`config.mk`:
```
export PLATFORM = sky130hd
export DESIGN_NAME = dma_ctrl
export DESIGN_NICKNAME = d
export VERILOG_FILES = /design/src/rtl/dma_pkg.sv /design/src/rtl/dma_arbiter.sv /design/src/rtl/dma_channel.sv /design/src/rtl/dma_engine.sv /design/src/rtl/dma_ctrl.sv
export SDC_FILE = /design/constraint.sdc
export NUM_CORES = 1
export LEC_CHECK = 0
export BUFFER_PORTS_ARGS = -buffer_cell sky130_fd_sc_hd__buf_2
export CORE_MARGIN = 5
export CORE_UTILIZATION = 50
export CTS_CLUSTER_DIAMETER = 100
export DETAILED_ROUTE_END_ITERATION = 7
export PLACE_DENSITY_LB_ADDON = 0.05
export SYNTH_ARGS = -nofsm -noshare
export SYNTH_HDL_FRONTEND = slang
export SYNTH_SLANG_ARGS = --single-unit
```
`constraint.sdc`:
```
create_clock -name clk -period 2.4 [get_ports clk]
set_input_delay 0.12 -clock clk [delete_from_list [all_inputs] [get_ports clk]]
set_output_delay 0.12 -clock clk [all_outputs]
set_load 0.03 [all_outputs]
```
`src/rtl/dma_pkg.sv`:
```
package dma_pkg;
  typedef enum logic [1:0] {PH_IDLE = 2'd0, PH_RD = 2'd1, PH_WR = 2'd2} phase_e;

  localparam int CTL_EN   = 0;
  localparam int CTL_TE   = 1;
  localparam int CTL_IE   = 2;
  localparam int CTL_SINC = 3;
  localparam int CTL_DINC = 4;
  localparam int CTL_W    = 5;

  localparam int GLB_ME  = 0;
  localparam int GLB_NMI = 1;
  localparam int GLB_AE  = 2;
endpackage

```
`src/rtl/dma_arbiter.sv`:
```
module dma_arbiter #(
  parameter int NUM_CH = 4,
  parameter int IW     = 2
) (
  input  logic [NUM_CH-1:0] pend,
  output logic [NUM_CH-1:0] grant,
  output logic [IW-1:0]     idx,
  output logic              any
);
  // channel 0 first, then the highest index downward
  always_comb begin
    grant = '0;
    idx   = '0;
    if (pend[0]) begin
      grant[0] = 1'b1;
    end else begin
      for (int k = NUM_CH - 1; k >= 1; k--) begin
        if (pend[k] && grant == '0) begin
          grant[k] = 1'b1;
          idx      = IW'(k);
        end
      end
    end
  end

  assign any = |pend;

  always_comb begin
    p_grant_single_r5: assert ($onehot0(grant));
    p_grant_when_pend_r5: assert ((grant != '0) == (pend != '0));
  end
endmodule

```
`src/rtl/dma_channel.sv`:
```
module dma_channel import dma_pkg::*; #(
  parameter int AW = 32,
  parameter int CW = 16
) (
  input  logic             clk,
  input  logic             rst_n,
  input  logic             wr_en,
  input  logic [1:0]       wr_reg,
  input  logic [AW-1:0]    wr_data,
  input  logic             req_in,
  input  logic             glb_ok,
  input  logic             halt,
  input  logic             grant,
  input  logic             done,
  output logic [AW-1:0]    src,
  output logic [AW-1:0]    dst,
  output logic [CW-1:0]    cnt,
  output logic [CTL_W-1:0] ctrl,
  output logic             pend,
  output logic             irq
);
  logic en, te, ie, sinc, dinc, pend_q, run_ok;

  assign run_ok = en & ~te & glb_ok;

  always_ff @(posedge clk or negedge rst_n) begin
    if (!rst_n) begin
      src  <= '0;
      dst  <= '0;
      cnt  <= '0;
      en   <= 1'b0;
      te   <= 1'b0;
      ie   <= 1'b0;
      sinc <= 1'b0;
      dinc <= 1'b0;
    end else begin
      if (wr_en) begin
        unique case (wr_reg)
          2'd0: src <= wr_data;
          2'd1: dst <= wr_data;
          2'd2: cnt <= wr_data[CW-1:0];
          default: begin
            en   <= wr_data[CTL_EN];
            te   <= te & wr_data[CTL_TE];
            ie   <= wr_data[CTL_IE];
            sinc <= wr_data[CTL_SINC];
            dinc <= wr_data[CTL_DINC];
          end
        endcase
      end
      if (done) begin
        src <= src + AW'(sinc);
        dst <= dst + AW'(dinc);
        cnt <= cnt - CW'(1);
        if (cnt == CW'(1)) te <= 1'b1;
      end
      if (halt) en <= 1'b0;
    end
  end

  // one-deep request latch; dropped whenever the channel cannot run
  always_ff @(posedge clk or negedge rst_n) begin
    if (!rst_n)        pend_q <= 1'b0;
    else if (!run_ok)  pend_q <= 1'b0;
    else if (req_in)   pend_q <= 1'b1;
    else if (grant)    pend_q <= 1'b0;
  end

  assign pend = pend_q & run_ok;
  assign irq  = te & ie;
  assign ctrl = {dinc, sinc, ie, te, en};

  p_te_on_done_r4: assert property (@(posedge clk) disable iff (!rst_n)
    $rose(te) |-> $past(done));
  p_halt_drops_en_r9: assert property (@(posedge clk) disable iff (!rst_n)
    halt |=> !en);
  p_cnt_quiet_r3: assert property (@(posedge clk) disable iff (!rst_n)
    (!done && !(wr_en && wr_reg == 2'd2)) |=> $stable(cnt));
endmodule

```
`src/rtl/dma_engine.sv`:
```
module dma_engine import dma_pkg::*; #(
  parameter int IW = 2,
  parameter int DW = 8
) (
  input  logic          clk,
  input  logic          rst_n,
  input  logic          any_pend,
  input  logic [IW-1:0] gnt_idx,
  input  logic          me,
  input  logic          bus_ready,
  input  logic          bus_err,
  input  logic [DW-1:0] bus_rdata,
  output logic          start,
  output logic [IW-1:0] act_idx,
  output logic          bus_valid,
  output logic          bus_write,
  output logic [DW-1:0] wbuf,
  output logic          done,
  output logic          ae_set
);
  phase_e ph;

  assign start     = (ph == PH_IDLE) && any_pend;
  assign bus_valid = (ph != PH_IDLE);
  assign bus_write = (ph == PH_WR);
  assign done      = (ph == PH_WR) && bus_ready;
  assign ae_set    = bus_valid && bus_ready && bus_err;

  always_ff @(posedge clk or negedge rst_n) begin
    if (!rst_n) begin
      ph      <= PH_IDLE;
      act_idx <= '0;
      wbuf    <= '0;
    end else begin
      unique case (ph)
        PH_IDLE: if (any_pend) begin
          act_idx <= gnt_idx;
          ph      <= PH_RD;
        end
        PH_RD: if (bus_ready) begin
          wbuf <= bus_rdata;
          ph   <= me ? PH_WR : PH_IDLE;
        end
        PH_WR: if (bus_ready) ph <= PH_IDLE;
        default: ph <= PH_IDLE;
      endcase
    end
  end

  p_gap_after_write_r2: assert property (@(posedge clk) disable iff (!rst_n)
    (bus_valid && bus_write && bus_ready) |=> !bus_valid);
  p_read_first_r2: assert property (@(posedge clk) disable iff (!rst_n)
    $rose(bus_valid) |-> !bus_write);
  p_hold_phase_r6: assert property (@(posedge clk) disable iff (!rst_n)
    (bus_valid && !bus_ready) |=> (bus_valid && $stable(bus_write) && $stable(act_idx)));
endmodule

```
`src/rtl/dma_ctrl.sv`:
```
module dma_ctrl import dma_pkg::*; #(
  parameter int NUM_CH = 4,
  parameter int AW     = 32,
  parameter int CW     = 16,
  parameter int DW     = 8,
  localparam int RAW   = $clog2(4 * NUM_CH + 1)
) (
  input  logic              clk,
  input  logic              rst_n,
  input  logic              cfg_we,
  input  logic [RAW-1:0]    cfg_addr,
  input  logic [AW-1:0]     cfg_wdata,
  output logic [AW-1:0]     cfg_rdata,
  input  logic [NUM_CH-1:0] dreq,
  input  logic              nmi,
  output logic              bus_valid,
  input  logic              bus_ready,
  output logic              bus_write,
  output logic [AW-1:0]     bus_addr,
  output logic [DW-1:0]     bus_wdata,
  input  logic [DW-1:0]     bus_rdata,
  input  logic              bus_err,
  output logic [NUM_CH-1:0] irq
);
  localparam int IW = (NUM_CH > 1) ? $clog2(NUM_CH) : 1;

  logic [AW-1:0]    src_a  [NUM_CH];
  logic [AW-1:0]    dst_a  [NUM_CH];
  logic [CW-1:0]    cnt_a  [NUM_CH];
  logic [CTL_W-1:0] ctrl_a [NUM_CH];
  logic [NUM_CH-1:0] pend, arb_grant, grant, ch_we;
  logic [IW-1:0]    gnt_idx, act_idx;
  logic             any_pend, start, done, ae_set;
  logic             me, nmif, aef, halt, glb_ok, glb_sel;

  assign glb_sel = (cfg_addr == RAW'(4 * NUM_CH));
  assign halt    = nmif | aef;
  assign glb_ok  = me & ~halt;

  // global word: hardware set wins over a software clear
  always_ff @(posedge clk or negedge rst_n) begin
    if (!rst_n) begin
      me   <= 1'b0;
      nmif <= 1'b0;
      aef  <= 1'b0;
    end else begin
      if (cfg_we && glb_sel) begin
        me   <= cfg_wdata[GLB_ME];
        nmif <= nmif & cfg_wdata[GLB_NMI];
        aef  <= aef & cfg_wdata[GLB_AE];
      end
      if (nmi)    nmif <= 1'b1;
      if (ae_set) aef  <= 1'b1;
    end
  end

  for (genvar i = 0; i < NUM_CH; i++) begin : g_ch
    assign ch_we[i] = cfg_we && !glb_sel && (cfg_addr[RAW-1:2] == (RAW-2)'(i));
    dma_channel #(.AW(AW), .CW(CW)) u_ch (
      .clk(clk), .rst_n(rst_n),
      .wr_en(ch_we[i]), .wr_reg(cfg_addr[1:0]), .wr_data(cfg_wdata),
      .req_in(dreq[i]), .glb_ok(glb_ok), .halt(halt),
      .grant(grant[i]), .done(done && (act_idx == IW'(i))),
      .src(src_a[i]), .dst(dst_a[i]), .cnt(cnt_a[i]), .ctrl(ctrl_a[i]),
      .pend(pend[i]), .irq(irq[i])
    );
  end

  dma_arbiter #(.NUM_CH(NUM_CH), .IW(IW)) u_arb (
    .pend(pend), .grant(arb_grant), .idx(gnt_idx), .any(any_pend)
  );

  assign grant = arb_grant & {NUM_CH{start}};

  dma_engine #(.IW(IW), .DW(DW)) u_eng (
    .clk(clk), .rst_n(rst_n), .any_pend(any_pend), .gnt_idx(gnt_idx), .me(me),
    .bus_ready(bus_ready), .bus_err(bus_err), .bus_rdata(bus_rdata),
    .start(start), .act_idx(act_idx), .bus_valid(bus_valid), .bus_write(bus_write),
    .wbuf(bus_wdata), .done(done), .ae_set(ae_set)
  );

  assign bus_addr = bus_write ? dst_a[act_idx] : src_a[act_idx];

  always_comb begin
    cfg_rdata = '0;
    if (glb_sel) begin
      cfg_rdata = AW'({aef, nmif, me});
    end else begin
      for (int c = 0; c < NUM_CH; c++) begin
        if (cfg_addr[RAW-1:2] == (RAW-2)'(c)) begin
          unique case (cfg_addr[1:0])
            2'd0:    cfg_rdata = src_a[c];
            2'd1:    cfg_rdata = dst_a[c];
            2'd2:    cfg_rdata = AW'(cnt_a[c]);
            default: cfg_rdata = AW'(ctrl_a[c]);
          endcase
        end
      end
    end
  end

  p_addr_hold_r6: assert property (@(posedge clk) disable iff (!rst_n)
    (bus_valid && !bus_ready) |=> ($stable(bus_addr) && $stable(bus_wdata)));
  p_halt_no_start_r9: assert property (@(posedge clk) disable iff (!rst_n)
    (!bus_valid && halt) |=> !bus_valid);
  p_me_abort_r10: assert property (@(posedge clk) disable iff (!rst_n)
    (bus_valid && !bus_write && bus_ready && !me) |=> !bus_valid);
  p_err_flag_r8: assert property (@(posedge clk) disable iff (!rst_n)
    (bus_valid && bus_ready && bus_err) |=> aef);
endmodule

```
==> results.cfg <==
[global_routing]
grt_overflow = 0
grtUsageTotal_pct = 40.9
antenna_found_initial = 4
grt_pass1_vias = 26487
grt_pass1_wl_um = 174000
grt_start_max_net_pins = 74

[power_and_ir_drop]
p_int_uw = 15800
p_seq_share_pct = 39.3
power.total_uw = 26400
swShare_pct = 40.0
clkPwrFrac_pct = 27.8
combPwrFrac_pct = 32.9
switchingPower_uw = 10600
leakagePower_uw = 0.0128
vdd_ir_drop_max_uv = 530
power_per_cell_area_nw_per_um2 = 838

[synth]
synth_simple_gate_area_share_pct = 23.0
yosysSeqAreaShare_pct = 34.9
syn_area_um2 = 25700
muxShareOfSynthArea_pct = 14.2
ys.warnings.count = 0
synth_cell_types = 85
syn_nets = 3040
yosys.area_share.adder_pct = 1.17
synth_area_leaders = dfrtp_1 35%, mux4_2 7.4%, nand2_1 4.9%
synth_top_family_by_area = simple AND/OR/NAND/NOR gates
synth_async_sr_flop_share_pct = 100
synth_flop_cell = dfrtp_1
synth-compound-area-share_pct = 22.0
synth_top_area_cell = dfrtp_1
synth_cells = 2961
ys_ff_latch = 359
synth_top_area_share_pct = 34.9
synth-edff-count = 0
syn_area_per_cell_um2 = 8.68
synthXorXnorAreaFrac_pct = 0.0681

[sta]
hold_viol_final = 0
fin_crit_sh_pct = 105
clock_skew_ns = 0.0158
relSlewSlack_pct = 50.1
setup_slack_ns = -0.110
period_minus_slack_ns = 2.51
tightest_slew_ns = 0.749
finalMaxSlewViolations = 0
setup_violations = 7
tns_ns = -0.339
clock.fmax_mhz = 398
rsz0062_at_grt = yes

[clock_network]
clk_pin_slew_ns = 0.06
cts-root-buf = clkbuf_16
cts_buffer_depth = 3
cts_num_sinks = 359
cts_tree = done
htree_num_levels = 2
cts_made_buffers = 45
clkLatencyLatePin_ns = 0.58

[critical_path]
end_kind = primary output
crit_buf_inv = 1
crit_required_ns = 2.28
r2r-end = g_ch[3].u_ch.src[28]
crit_arrival_ns = 2.39
cp_slowest_cell = mux4_2
reg2reg_setup_slack_ns = 0.08
setup.worst_path.end = cfg_rdata[3]
cpLargestDelayFamily = multiplexers
cp_max_fo = 6
r2r-start = g_ch[3].u_ch.sinc
critPathLaunch = g_ch[2].u_ch.cnt[3]
worst_setup_path_start_kind = flop
crit_chain = mux4_2 > mux4_2 > nor2b_4 > buf_6
r2r_cells = 7
critical_path.max_stage_delay_ns = 0.55
crit_cells = 4
crit_top_cell = mux4_2
crit_type = flop to primary output

[drt]
drt_iter0_drc = 3881
wl_per_cell_um = 30.1
drt-pass1-iter-count = 6
drc = 0
via_count = 28288
vias_per_cell = 7.13
postRouteAntennaNets = 0
wl_um = 119000

[floorplanning]
fp.dieH_um = 237
dieArea_um2 = 56100
die_x_um = 237
start_util_pct = 50.3
io_pins = 133
num_rows = 83
core_um2 = 51100

[outcome]
status = complete, but fails checks
violations = negative setup slack

[finish]
layout_common_cells = 329 x dfrtp_1, 323 x nor2_1, 309 x nand2_1
drive_gt1_share_pct = 25.0
layout.nets = 3334
fin_util_pct = 61.7
area_delta_synth_final_pct = 22.5
final_common_cell = dfrtp_1

[placement]
place.gp.congestion = 1.01
dp_slack_ns = 0.0274
port_buffers = 132
dpl.hpwl_um = 87300

[flow_run]
max-cap-violations = 0

[min_path]
hp-class = primary input to flop
## metal layers
| layer | part of all wire [%] | GRT usage, % | up-vias |
|---|---|---|---|
| li1 | - | - | 11949 |
| met1 | 39 | 58.1 | 13924 |
| met2 | 42 | 58.7 | 2086 |
| met3 | 14 | 12.2 | 329 |
| met4 | 4.8 | 15.9 | 0 |
| met5 | 0 | 0 | - |
## worst register-to-register path: cells and delay by family (launching register included)
kind	cells	cell delay, ns
simple gates	3	0.98
fa+ha+maj	2	0.42
compound gates	2	0.41
flops	1	0.38
## power by group through the flow
stage                     clock, uW  sequential, uW  combinational, uW
after global placement            0           10200               7680
after global routing           7630           10500               9180
after CTS                      7380           10100               8260
after floorplan                   0            9070               4920
final                          7350           10400               8690
after detailed placement          0           10300               7830
## through the flow
stage | cell area, um2 | cells | hold WS [ns]
after CTS | 31200 | 3956 | 0.00252
after floorplan | 25700 | 2961 | -0.176
after detailed placement | 28800 | 3821 | 0.193
after global routing | 31500 | 3968 | 0.0426
final | 31500 | 3969 | 0.0501
after global placement | 28800 | 3821 | 0.191
## state kept, by name, indices dropped and copies added (netlist names), 2 cells and up
signal	count
u_eng.wbuf	8
g_ch.u_ch.te	4
g_ch.u_ch.cnt	64
g_ch.u_ch.src	128
g_ch.u_ch.ie	4
g_ch.u_ch.en	4
g_ch.u_ch.dst	128
u_eng.ph	2
g_ch.u_ch.dinc	4
g_ch.u_ch.pend_q	4
g_ch.u_ch.sinc	4
u_eng.act_idx	2
## cell usage after synthesis (all sizes together), types with 8 or more instances
cell	instances
dfrtp	359
nand2	334
nor2	331
a21oi	182
o21ai	161
clkbuf	141
nand3	123
mux2i	122
nor3	99
buf	95
a211oi	87
mux4	86
nand4	81
o22ai	68
a311oi	54
inv	52
and3	48
a22oi	43
mux2	43
o221a	41
nor4	35
and2	26
and4	26
ha	24
o211ai	23
a221o	21
or3	18
or4	17
a31oi	16
o21a	15
nor3b	14
a221oi	13
o311ai	12
nand2b	11
o31ai	11
a311o	10
nand3b	9
o221ai	8
or2	8
## logic make-up (layout without fill, tap and decap cells)
family | after synthesis | count (layout)
AO/OA/AOI/OAI | 825 | 825
XOR/XNOR | 2 | 2
adder cells (fa/ha/maj) | 24 | 24
buffers and inverters | 289 | 615
flip-flops | 359 | 359
multiplexers | 251 | 251
other | 0 | 2
AND/OR/NAND/NOR | 1211 | 1211
## what timing repair did
action,CTS,global route
endpoints found under the setup margin,44,51
gates cloned,5,3
buffers inserted,23,8
resized for setup,81,73
pin swaps,2,11
hold endpoints to repair,129,0
hold buffers,30,0
## worst min-delay path by stage
stage / end / cells after the start / slack (ns) / start
after floorplan: aef / 0 / -0.18 / rst_n
after global placement: g_ch[0].u_ch.cnt[11] / 1 / 0.19 / rst_n
after detailed placement: g_ch[0].u_ch.cnt[11] / 1 / 0.19 / rst_n
after CTS: g_ch[1].u_ch.dst[29] / 3 / 0.003 / cfg_wdata[29]
after global routing: g_ch[1].u_ch.dst[29] / 3 / 0.04 / cfg_wdata[29]
final: g_ch[1].u_ch.dst[29] / 3 / 0.05 / cfg_wdata[29]
## layout make-up
cell class              instances  area [um2]
multi-input cells            2313       15800
inverters                      53         203
well taps                     680         851
repair buffers                483        4040
fillers                      4419       19600
flip-flops and latches        359        9020
clock buffers                  64        1270
clock inverters                15         278
diodes                          2        5.00
Power figures use the tool's default switching activity.
